## config.mk

```make
export PLATFORM = sky130hd
export DESIGN_NAME = adc_clip_monitor
export DESIGN_NICKNAME = d
export VERILOG_FILES = /design/src/rtl/adc_clip_pkg.sv /design/src/rtl/adc_rail_detect.sv /design/src/rtl/adc_run_qualifier.sv /design/src/rtl/adc_sat_events.sv /design/src/rtl/adc_clip_monitor.sv
export SDC_FILE = /design/constraint.sdc
export NUM_CORES = 1
export LEC_CHECK = 0
export ABC_CLOCK_PERIOD_IN_PS = 5000
export BUFFER_PORTS_ARGS = -buffer_cell sky130_fd_sc_hd__buf_4
export CORE_ASPECT_RATIO = 0.9
export CORE_MARGIN = 1.5
export CORE_UTILIZATION = 45
export DETAILED_ROUTE_END_ITERATION = 12
export GPL_ROUTABILITY_DRIVEN = 0
export PLACE_DENSITY = 0.73
export SYNTH_ARGS = -nofsm -noshare
export SYNTH_HDL_FRONTEND = slang
export SYNTH_SLANG_ARGS = --single-unit
export TNS_END_PERCENT = 50
```

## constraint.sdc

```tcl
create_clock -name clk -period 5 [get_ports clk]
set_clock_uncertainty 0.15 [all_clocks]
set_input_delay 1 -clock clk [delete_from_list [all_inputs] [get_ports clk]]
set_output_delay 1 -clock clk [all_outputs]
set_load 0.05 [all_outputs]
```

## src/rtl/adc_clip_pkg.sv

```systemverilog
// Package: shared types for the rail-code saturation monitor.
// Assumes: offset-binary samples, rails at the lowest code and one below all-ones.
package adc_clip_pkg;

    // Classification of one sample against the end-of-scale codes.
    typedef enum logic [1:0] {
        RAIL_NONE = 2'd0,
        RAIL_LOW  = 2'd1,
        RAIL_HIGH = 2'd2
    } rail_kind_e;

endpackage

```

## src/rtl/adc_rail_detect.sv

```systemverilog
// Module: adc_rail_detect
// Classifies a raw offset-binary code as lower rail, upper rail or neither,
// and produces its two's-complement form. Purely combinational.
// Assumes: upper rail is all-ones minus one; all-ones is an ordinary code.
module adc_rail_detect
    import adc_clip_pkg::*;
#(
    parameter int DATA_W = 16
) (
    input  logic [DATA_W-1:0] code_i,
    output rail_kind_e        kind_o,
    output logic [DATA_W-1:0] tc_o
);

    localparam logic [DATA_W-1:0] LO_RAIL = '0;
    localparam logic [DATA_W-1:0] HI_RAIL = {{(DATA_W-1){1'b1}}, 1'b0};
    localparam logic [DATA_W-1:0] MSB_FLIP = {1'b1, {(DATA_W-1){1'b0}}};

    // Compare against both rail codes.
    always_comb begin
        if (code_i == LO_RAIL)      kind_o = RAIL_LOW;
        else if (code_i == HI_RAIL) kind_o = RAIL_HIGH;
        else                        kind_o = RAIL_NONE;
    end

    // Offset binary to two's complement: invert the sign bit.
    assign tc_o = code_i ^ MSB_FLIP;

endmodule

```

## src/rtl/adc_run_qualifier.sv

```systemverilog
// Module: adc_run_qualifier
// Counts consecutive strobed rail hits (either rail) with a saturating
// counter and registers the "run at or above threshold" flag. Flags the
// cycle in which the qualified condition rises.
// Assumes: a threshold of 0 is treated as 1.
module adc_run_qualifier #(
    parameter int RUN_W = 8
) (
    input  logic             clk,
    input  logic             rst_n,
    input  logic             valid_i,
    input  logic             hit_i,
    input  logic [RUN_W-1:0] thresh_i,
    output logic             sat_q_o,
    output logic             rise_o
);

    localparam logic [RUN_W-1:0] RUN_MAX = '1;
    localparam logic [RUN_W-1:0] ONE     = RUN_W'(1);

    logic [RUN_W-1:0] run_q;
    logic [RUN_W-1:0] run_d;
    logic [RUN_W-1:0] eff_thresh;
    logic             qual_d;

    // Next run length for a strobed sample: saturating increment or restart.
    always_comb begin
        if (hit_i) run_d = (run_q == RUN_MAX) ? RUN_MAX : run_q + ONE;
        else       run_d = '0;
    end

    // Threshold of zero behaves as one.
    assign eff_thresh = (thresh_i == '0) ? ONE : thresh_i;
    assign qual_d     = (run_d >= eff_thresh);
    assign rise_o     = valid_i && qual_d && !sat_q_o;

    // Run counter and live flag advance only on strobed samples.
    always_ff @(posedge clk) begin
        if (!rst_n) begin
            run_q   <= '0;
            sat_q_o <= 1'b0;
        end else if (valid_i) begin
            run_q   <= run_d;
            sat_q_o <= qual_d;
        end
    end

endmodule

```

## src/rtl/adc_sat_events.sv

```systemverilog
// Module: adc_sat_events
// Sticky saturation flag and saturating event counter, both cleared by a
// clear pulse. A new event in the clear cycle takes precedence.
// Assumes: rise_i is high for exactly one cycle per event.
module adc_sat_events #(
    parameter int EVT_W = 16
) (
    input  logic             clk,
    input  logic             rst_n,
    input  logic             rise_i,
    input  logic             clr_i,
    output logic             sticky_o,
    output logic [EVT_W-1:0] count_o
);

    localparam logic [EVT_W-1:0] CNT_MAX = '1;
    localparam logic [EVT_W-1:0] CNT_ONE = EVT_W'(1);

    // Sticky flag: set wins over clear.
    always_ff @(posedge clk) begin
        if (!rst_n)      sticky_o <= 1'b0;
        else if (rise_i) sticky_o <= 1'b1;
        else if (clr_i)  sticky_o <= 1'b0;
    end

    // Event counter: clear restarts at zero or one, otherwise saturating count.
    always_ff @(posedge clk) begin
        if (!rst_n)                         count_o <= '0;
        else if (clr_i)                     count_o <= rise_i ? CNT_ONE : '0;
        else if (rise_i && count_o != CNT_MAX) count_o <= count_o + CNT_ONE;
    end

endmodule

```

## src/rtl/adc_clip_monitor.sv

```systemverilog
// Module: adc_clip_monitor (top)
// Watches an offset-binary sample stream for end-of-scale codes, qualifies
// runs of them against a runtime threshold, keeps sticky and counted
// saturation status, and forwards each sample in two's complement with one
// cycle of latency, aligned with sat_now.
// Assumes: one sample per in_valid strobe; clr_sat is a single-cycle pulse.
module adc_clip_monitor
    import adc_clip_pkg::*;
#(
    parameter int DATA_W = 16,
    parameter int RUN_W  = 8,
    parameter int EVT_W  = 16
) (
    input  logic              clk,
    input  logic              rst_n,
    input  logic              in_valid,
    input  logic [DATA_W-1:0] in_code,
    input  logic [RUN_W-1:0]  run_len,
    input  logic              clr_sat,
    output logic              out_valid,
    output logic [DATA_W-1:0] out_sample,
    output logic              sat_now,
    output logic              sat_sticky,
    output logic [EVT_W-1:0]  sat_events
);

    rail_kind_e        kind;
    logic [DATA_W-1:0] tc_code;
    logic              rail_hit;
    logic              sat_rise;

    adc_rail_detect #(.DATA_W(DATA_W)) detect_i (
        .code_i (in_code),
        .kind_o (kind),
        .tc_o   (tc_code)
    );

    assign rail_hit = (kind != RAIL_NONE);

    adc_run_qualifier #(.RUN_W(RUN_W)) qual_i (
        .clk      (clk),
        .rst_n    (rst_n),
        .valid_i  (in_valid),
        .hit_i    (rail_hit),
        .thresh_i (run_len),
        .sat_q_o  (sat_now),
        .rise_o   (sat_rise)
    );

    adc_sat_events #(.EVT_W(EVT_W)) events_i (
        .clk      (clk),
        .rst_n    (rst_n),
        .rise_i   (sat_rise),
        .clr_i    (clr_sat),
        .sticky_o (sat_sticky),
        .count_o  (sat_events)
    );

    // Output stage: register the converted sample and its strobe.
    always_ff @(posedge clk) begin
        if (!rst_n) begin
            out_valid  <= 1'b0;
            out_sample <= '0;
        end else begin
            out_valid <= in_valid;
            if (in_valid) out_sample <= tc_code;
        end
    end

endmodule

```

## Word-level counts from Yosys, hierarchy flattened

Index checks and enable logic that the tools add are counted.

- Register bits: 43
- Logic and storage cells: 32
- Output and inout port bits: 35

- Reductions and logical operators: 9
- Bitwise gates (word level): 1
- Muxes and demuxes: 10
- Equal/unequal tests: 3
- $add $sub $neg: 2
- Order comparisons: 1

Operator list:

| kind | number |
|---|---|
| $mux W16 | 2 |
| $mux W8 | 3 |
| $add A16 B1 Y16 const B | 1 |
| $eq A16 B16 Y1 const B | 1 |
| $logic_not A16 Y1 | 1 |
| $ne A16 B16 Y1 const B | 1 |
| $add A8 B1 Y8 const B | 1 |
| $eq A8 B8 Y1 const B | 1 |
| $ge A8 B8 Y1 | 1 |
| $logic_not A8 Y1 | 1 |
| $reduce_bool A2 Y1 | 3 |
| $mux W2 | 2 |
| $logic_and A1 B1 Y1 | 3 |
| $mux W1 | 3 |
| $logic_not A1 Y1 | 1 |
| $not A1 Y1 | 1 |

## Logic depth before layout (Yosys ltp)

Gate-level depths: netlist of the first run.

- Depth after elaboration: 11
- Mapped depth: 13

## Modules after synthesis

From an unflattened synthesis of the first run, not the netlist that was laid out.

- Cell total of the unflattened synthesis: 291
- Area total of the unflattened synthesis: 2,586.2 um^2

Modules (own cells, without submodules):

| module | instances | area each (um^2) | cells each |
|---|---|---|---|
| adc_sat_events | 1 | 940.9 | 109 |
| adc_run_qualifier | 1 | 812.0 | 102 |
| adc_clip_monitor | 1 | 649.4 | 54 |
| adc_rail_detect | 1 | 183.9 | 26 |

## Worst setup path before layout of the first run

Ideal clock, no wire load.

- Path kind: input-to-reg
- From: input port in_code[0]
- To: register events_i.count_o[10]
- Arrival time: 3.523 ns
- Library setup time: 0.070 ns
- Stages: 12
- Data required time: 4.780 ns
- Path slack: 1.257 ns
- Buffers on the path: 2
- Path through: nand4b_1 -> nor4_1 -> nor2_1 -> clkbuf_1 -> a31o_2 -> nor2_1 -> ha_1 -> and4_1 -> a311oi_2 -> clkbuf_2 -> or4b_2 -> a21oi_1

- Cells in the longest elaborated chain, start to end: 10
- Elaborated cells on any way between the ends: 11
- Those cells by class: 1 x order compare; 1 x eq/ne; 3 x mux; 6 x reduce/logical

RTL lines:

| item | RTL line | text |
|---|---|---|
| from (decl) | adc_clip_monitor.sv:17 | `input logic [DATA_W-1:0] in_code,` |
| $eq A16 B16 Y1 | adc_rail_detect.sv:22 | `else if (code_i == HI_RAIL) kind_o = RAIL_HIGH;` |
| $mux W2 | adc_rail_detect.sv:22 |  |
| $mux W2 (*) | adc_rail_detect.sv:21 | `if (code_i == LO_RAIL) kind_o = RAIL_LOW;` |
| $reduce_bool A2 Y1 (*) | adc_clip_monitor.sv:38 | `assign rail_hit = (kind != RAIL_NONE);` |
| $mux W8 (*) | adc_run_qualifier.sv:28 | `if (hit_i) run_d = (run_q == RUN_MAX) ? RUN_MAX : run_q + ONE;` |
| via qual_i.run_d[7] | adc_run_qualifier.sv:22 | `logic [RUN_W-1:0] run_d;` |
| $ge A8 B8 Y1 (*) | adc_run_qualifier.sv:34 | `assign qual_d = (run_d >= eff_thresh);` |
| $logic_and A1 B1 Y1 (*) (2 in a row) | adc_run_qualifier.sv:35 | `assign rise_o = valid_i && qual_d && !sat_q_o;` |
| $logic_and A1 B1 Y1 (*) | adc_sat_events.sv:30 | `else if (rise_i && count_o != CNT_MAX) count_o <= count_o + CNT_ONE;` |
| $reduce_bool A2 Y1 (no source line) (*) | - |  |
| to (signal assigned) | adc_sat_events.sv:29 | `else if (clr_i) count_o <= rise_i ? CNT_ONE : '0;` |
| to (signal assigned) | adc_sat_events.sv:30 |  |
| to (decl) | adc_sat_events.sv:13 | `output logic [EVT_W-1:0] count_o` |

Mark *: on every way through the listed nets, which the timed path passes. The rest lies on a longest branch.
A chain may end at the register's enable or synchronous reset.

## Final worst setup path of the first run

Same ends and word-level chain as after synthesis.

==> impl_results.md, run 1 <==
- Outcome: finished clean
- R2R Path End: events_i.count_o[0]
- NetSw: 198 uW
- Antenna diodes: 0
- Sequential fraction of the synthesis area: 34.6%
- Crit path time final: 3.99 ns
- Worst-Margin Slew: 0.634 ns
- Post-DP HPWL: 4220 um
- Yosys warns: 0
- Mapped Cells: 280
- Synth cell count leaders: dfxtp_1 (43), a21oi_1 (19), mux2i_1 (16), nand2_1 (16), nor2b_1 (16)
- Via count of the first global-routing pass: 2065
- Worst EP required: 5.09 ns
- Die Y: 73.5 um
- H-tree depth: 2
- Number of distinct library cells after synthesis: 56
- Clock Path Buffers: 2
- Critical Path End: events_i.count_o[10]
- Site Rows: 25
- Syn nets: 318
- Vias: 2326
- Layout cells sized above 1: 25.2%
- Largest net degree at the start of global routing: 38
- Num CTS Buffers: 5
- PnR worst setup slack: 1.01 ns
- # hold bufs at CTS: 0
- Critical Path Stages: 12
- Max-cap violations: 0
- VDD IR max: 0.182 mV
- Setup TNS: 0 ns
- Critical-path top delay cell: or4b_2
- RSZ-0062 raised after global routing: no
- Slew headroom: 57.4%
- Met1 usage: 27.8%
- Async set-or-reset flop fraction in the synthesized netlist: 0%
- Antenna violations before repair: 0
- Period utilization: 79.8%
- Crit path largest cell delay: 0.62 ns
- Gr ovfl total: 0
- Ports: 63
- Clk sinks: 43
- Latest clock arrival within the worst-skew pair: 0.31 ns
- 1st-pass router iterations: 4
- Cell Pwr Density: 232 nW/um^2
- Die Width: 81.4 um
- Global-route met2 utilization: 31.9%
- Die Area: 5980 um^2
- WS Path Type: input port to flip-flop
- Leak: 0.00124 uW
- Peak fanout along the critical path: 31
- R2R depth: 12
- Final #Nets: 370
- Initial core utilization: 47.0%
- Root buffer cell: clkbuf_8
- Clk slew on worst S/H paths: 0.08 ns
- Postcts setup bufs: 0
- Final WL: 5860 um
- Max-slew violation count: 0
- First-pass GRT wire length: 9630 um
- DRC: 0
- Post-CTS resize count: 0
- Initial DRC count: 130
- Seq pwr share: 50.5%
- Yosys top cell area share: 34.6%
- Worst-path cell chain: buf_4 -> nand4b_1 -> nor4_1 -> nor2_1 -> a31o_2 -> nor2_1 -> ha_1 -> and4_1 -> a311oi_2 -> buf_4 -> or4b_2 -> a21oi_1
- Post-DR vias/cell: 5.82
- CTS tree: built
- Avg Cell Area, Syn: 8.88 um^2
- Worst r2r src: qual_i.run_q[0]
- Reg2reg setup slack: 1.50 ns
- Clock network power share: 34.3%
- Type of origin of the critical path: input port
- Core area: 5290 um^2
- Mapped Area: 2490 um^2
- Count of final hold-check violations: 0
- Final setup violation count: 0
- Buf/Inv on CP: 2
- Most common cell in the netlist: dfxtp_1
- CP endpoint kind: flip-flop
- Crit path arrival time: 4.07 ns
- Dpl ws: 0.713 ns
- Top cells by area, synth: dfxtp_1 (35%), mux2i_1 (6.4%), ha_1 (5.0%)
- Synth area leader: dfxtp_1
- Crit-path leading delay family: simple AND/OR/NAND/NOR gates
- Final core occ: 57.3%
- Number of enable flip-flop cells after synthesis: 0
- #FFs+latches synth: 43
- Dominant synthesized flop cell: dfxtp_1
- Top Usage Layer GRT: met2
- Sw Share: 28.2%
- Fillers: 477
- Antenna Nets Post-Route: 0
- Placed cell count: 392
- Port bufs: 62
- GR Util All Layers: 20.7%
- Maximum clock rate: 251 MHz
- Met3 usage: 8.45%
- Internal Power: 505 uW
- Worst hold path type: flip-flop to flip-flop
- Wire per inst: 14.7 um
- CP startpoint: in_code[0]
- Combinational power share: 15.1%
- Synthesis-to-finish area growth: 21.8%
- Post-Layout Cell Count: 400
[per-stage QoR]
step	instance area, um^2	hold slack, ns	total power (uW)
6_report	3030	0.349	703
5_1_grt	3030	0.365	731
4_1_cts	3030	0.351	708
3_5_place_dp	2930	0.338	470
3_3_place_gp	2930	0.315	468
2_1_floorplan	2490	0.337	431
[final cells by class]
| type | instances | area (um^2) | area share [%] |
|---|---|---|---|
| Multi-Input combinational cell | 209 | 1480 | 48.7 |
| Sequential cell | 43 | 861 | 28.4 |
| Timing Repair Buffer | 63 | 473 | 15.6 |
| Tap cell | 67 | 83.8 | 2.77 |
| Clock buffer | 6 | 82.6 | 2.73 |
| Inverter | 10 | 37.5 | 1.24 |
| Clock inverter | 2 | 16.3 | 0.537 |
[registers in the layout, indices dropped and copies added, names as in the netlist]
signal / flops
events_i.sticky_o: 1
qual_i.sat_q_o: 1
qual_i.run_q: 8
out_valid: 1
out_sample: 16
events_i.count_o: 16
[worst min-delay path: cells and delay by family, from the launching register on]
kind | cells | cell delay, ns
compound gates | 1 | 0.05
buf+inv | 1 | 0.07
flops | 1 | 0.34
[how the worst min path moves through the flow]
stage                                     from              endpoint  slack [ns]  cells past startpoint
after floorplan                qual_i.run_q[1]       qual_i.run_q[1]        0.34                      2
after global placement          out_sample[15]        out_sample[15]        0.31                      1
after detailed placement  events_i.count_o[10]  events_i.count_o[10]        0.34                      2
after CTS                 events_i.count_o[10]  events_i.count_o[10]        0.35                      2
after global routing      events_i.count_o[10]  events_i.count_o[10]        0.36                      2
final                     events_i.count_o[10]  events_i.count_o[10]        0.35                      2
[logic make-up after synthesis]
kind of cell	Yosys count	synth area share [%]
compound gates	67	19.2
xor+xnor	3	1.06
fa+ha+maj	10	5.03
buf+inv	28	6.04
flops	43	34.6
mux	16	6.44
simple gates	113	27.6
[power by group through the flow]
stage,logic [uW],clock network [uW],registers [uW]
final,106,241,355
after global routing,114,260,357
after CTS,107,245,355
after detailed placement,107,0,363
after global placement,105,0,363
after floorplan,38.9,0,392
[routing by layer]
| layer | share of wire [%] | vias up |
|---|---|---|
| met1 | 46 | 1097 |
| met2 | 45 | 77 |
| met3 | 8.2 | 3 |
| li1 | - | 1149 |
| met4 | 0.38 | 0 |
| met5 | 0 | - |
[cells in the final DEF, fill, tap and decap left out, drive strengths merged, types with 3 or more instances in the layout]
cell	Yosys	layout
inv	10	10
nand4	6	6
and3	5	5
nor4	6	6
nand2	16	16
o21ai	9	9
nor2	13	13
a21boi	3	3
a21oi	24	24
and3b	4	4
clkbuf	11	6
mux2i	16	16
o31ai	13	13
buf	7	63
ha	10	10
or4	13	13
nor2b	16	16
dfxtp	43	43
and4	5	5
nand2b	7	7
a41o	3	3
nand3	11	11
(Power assumes the default switching activity.)
==> run 2, diff against run 1 <==
--- a/config.mk
+++ b/config.mk
@@ -5,7 +5,7 @@
 export SDC_FILE = /design/constraint.sdc
 export NUM_CORES = 1
 export LEC_CHECK = 0
-export ABC_CLOCK_PERIOD_IN_PS = 5000
+export ABC_CLOCK_PERIOD_IN_PS = 4000
 export BUFFER_PORTS_ARGS = -buffer_cell sky130_fd_sc_hd__buf_4
 export CORE_ASPECT_RATIO = 0.9
 export CORE_MARGIN = 1.5
==> constraint.sdc (replaced) <==
create_clock -name clk -period 4 [get_ports clk]
set_clock_uncertainty 0.15 [all_clocks]
set_input_delay 0.8 -clock clk [delete_from_list [all_inputs] [get_ports clk]]
set_output_delay 0.8 -clock clk [all_outputs]
set_load 0.05 [all_outputs]
==> run 2 against run 1 <==
Effect of this change:
- worst setup slack got worse by 0.51 ns
- register-to-register slack lost 0.93 ns
- sequential cell count stayed put
- die area stayed put
- via count fell by 1.5%
- power increased by 41%
- critical path type unchanged
- largest power group unchanged
- final area rose by 2.0%
- sequential power grew 25%
==> impl_results.md, run 2 (synthesis gave the netlist of run 1 again) <==
- Clock network power share: 42.0% (was 34.3%)
- Post-DR vias/cell: 5.72 (was 5.82)
- Count of final hold-check violations: 0 (unchanged)
- Latest clock arrival within the worst-skew pair: 0.30 ns (was 0.31 ns)
- Antenna violations before repair: 0 (unchanged)
- Period utilization: 87.4%
- Largest net degree at the start of global routing: 38 (unchanged)
- Post-route cell area: 3090 um^2 (was 3030 um^2)
- Synthesis-to-finish area growth: 24.3% (was 21.8%)
- Post-DP HPWL: 4150 um (was 4220 um)
- Internal Power: 744 uW (was 505 uW)
- Max-slew violation count: 0 (unchanged)
- Cell Pwr Density: 322 nW/um^2 (was 232 nW/um^2)
- Fillers: 464 (was 477)
- Final core occ: 58.5% (was 57.3%)
- Layout cells sized above 1: 25.4% (was 25.2%)
- Type of origin of the critical path: input port (unchanged)
- Port bufs: 62 (unchanged)
- Setup TNS: 0 ns (unchanged)
- Final #Nets: 371 (was 370)
- Final setup violation count: 0 (unchanged)
- Site Rows: 25 (unchanged)
- Outcome: finished clean (unchanged)
- Sw Share: 25.2% (was 28.2%)
- RSZ-0062 raised after global routing: no (unchanged)
- Crit path time final: 3.50 ns
- Leak: 0.00127 uW (was 0.00124 uW)
- Combinational power share: 13.3% (was 15.1%)
- Slew headroom: 57.3% (was 57.4%)
- Antenna Nets Post-Route: 0 (unchanged)
- Vias: 2292 (was 2326)
- CTS tree: built (unchanged)
- Final WL: 5810 um (was 5860 um)
- Placed cell count: 393 (was 392)
- H-tree depth: 2 (unchanged)
- Clock Path Buffers: 2 (unchanged)
- 1st-pass router iterations: 4 (unchanged)
- Antenna diodes: 0 (unchanged)
- Die Area: 5980 um^2 (unchanged)
- Largest registers: events_i.count_o (16), out_sample (16), qual_i.run_q (8) (unchanged)
- Core area: 5290 um^2 (unchanged)
- Num CTS Buffers: 5 (unchanged)
- GR Util All Layers: 20.5% (was 20.7%)
- # hold bufs at CTS: 0 (unchanged)
- Most common cell after layout, fill and taps aside: buf_4 (unchanged)
- Post-Layout Cell Count: 401 (was 400)
- VDD IR max: 0.193 mV (was 0.182 mV)
- Gr ovfl total: 0 (unchanged)
- NetSw: 251 uW (was 198 uW)
- Cell Area, Placed: 2950 um^2 (was 2930 um^2)
- Clk sinks: 43 (unchanged)
- Initial DRC count: 177 (was 130)
- Via count of the first global-routing pass: 2130 (was 2065)
- Most frequent cells in the layout: buf_4 (63), dfxtp_1 (43), a21oi_1 (19) (unchanged)
- Clk slew on worst S/H paths: 0.09 ns (was 0.08 ns)
- Initial core utilization: 47.0% (unchanged)
- First-pass GRT wire length: 9640 um (was 9630 um)
- Die Y: 73.5 um (unchanged)
- DRC: 0 (unchanged)
- CP endpoint kind: flip-flop (unchanged)
- Post-CTS resize count: 0 (unchanged)
- Die Width: 81.4 um (unchanged)
- Seq pwr share: 44.7% (was 50.5%)
- Worst-Margin Slew: 0.638 ns (was 0.634 ns)
- Worst hold path type: flip-flop to flip-flop (unchanged)
- Ports: 63 (unchanged)
- Root buffer cell: clkbuf_8 (unchanged)
- Peak fanout along the critical path: 31 (unchanged)
- Crit path arrival time: 3.59 ns (was 4.07 ns)
- Postcts setup bufs: 0 (unchanged)
- Max-cap violations: 0 (unchanged)
- Worst EP required: 4.09 ns (was 5.09 ns)
- WS Path Type: input port to flip-flop (unchanged)
- Wire per inst: 14.5 um (was 14.7 um)
- Maximum clock rate: 286 MHz
## run 2: cell types whose count changed in the layout (fill, tap and decap cells not counted), sizes merged
cell,previous run,this run
buf,63,64
bufinv,0,2
clkbuf,6,5
clkinv,1,0
clkinvlp,1,0
inv,10,11
## run 2: layout make-up
cell class | instances | area [um^2] | area share (%)
well taps | 67 | 83.8 | 2.71
repair buffers | 64 | 493 | 16.0
clock inverters | 3 | 71.3 | 2.31
multi-input cells | 209 | 1480 | 47.7
inverters | 10 | 37.5 | 1.21
clock buffers | 5 | 68.8 | 2.23
flip-flops and latches | 43 | 861 | 27.9
## run 2: critical path, stage by stage
cell and delay, ns:
buf_4 0.11, nand4b_1 0.18, nor4_1 0.43, nor2_1 0.26
a31o_2 0.29, nor2_1 0.11, ha_1 0.15, and4_1 0.19
a311oi_2 0.12, buf_12 0.19, or4b_2 0.61, a21oi_1 0.15
## run 2: final timing paths
check                      startpoint              endpoint  slack (ns)  cells past startpoint
setup / recovery           in_code[0]  events_i.count_o[10]        0.50                     12
hold / removal    events_i.count_o[6]   events_i.count_o[6]        0.36                      2
setup reg to reg      qual_i.run_q[0]   events_i.count_o[0]        0.57                     12
hold reg to reg   events_i.count_o[6]   events_i.count_o[6]        0.36                      2
## run 2: through the flow
stage | total power [uW] | hold WS [ns] | setup WS [ns]
floorplan | 539 | 0.337 | 0.457
global placement | 585 | 0.318 | 0.203
detailed placement | 587 | 0.330 | 0.202
CTS | 1010 | 0.356 | 0.511
global route | 1030 | 0.369 | 0.186
finish | 995 | 0.356 | 0.503
## run 2: power groups by stage
stage          Combinational [uW]  Clock (uW)  Sequential, uW
2_1_floorplan                48.7           0             491
5_1_grt                       143         444             446
6_report                      132         418             445
4_1_cts                       133         429             445
3_3_place_gp                  131           0             454
3_5_place_dp                  133           0             454
## run 2: metal layers
metal / global-route usage (%) / up-vias / share of wire, % / wire (um)
met3: 6.96 / 8 / 6.3 / 366
met1: 26.6 / 1072 / 47 / 2710
met4: 4.98 / 0 / 1.1 / 65
met2: 32.5 / 63 / 46 / 2670
met5: 0 / - / 0 / 0
li1: - / 1149 / - / -
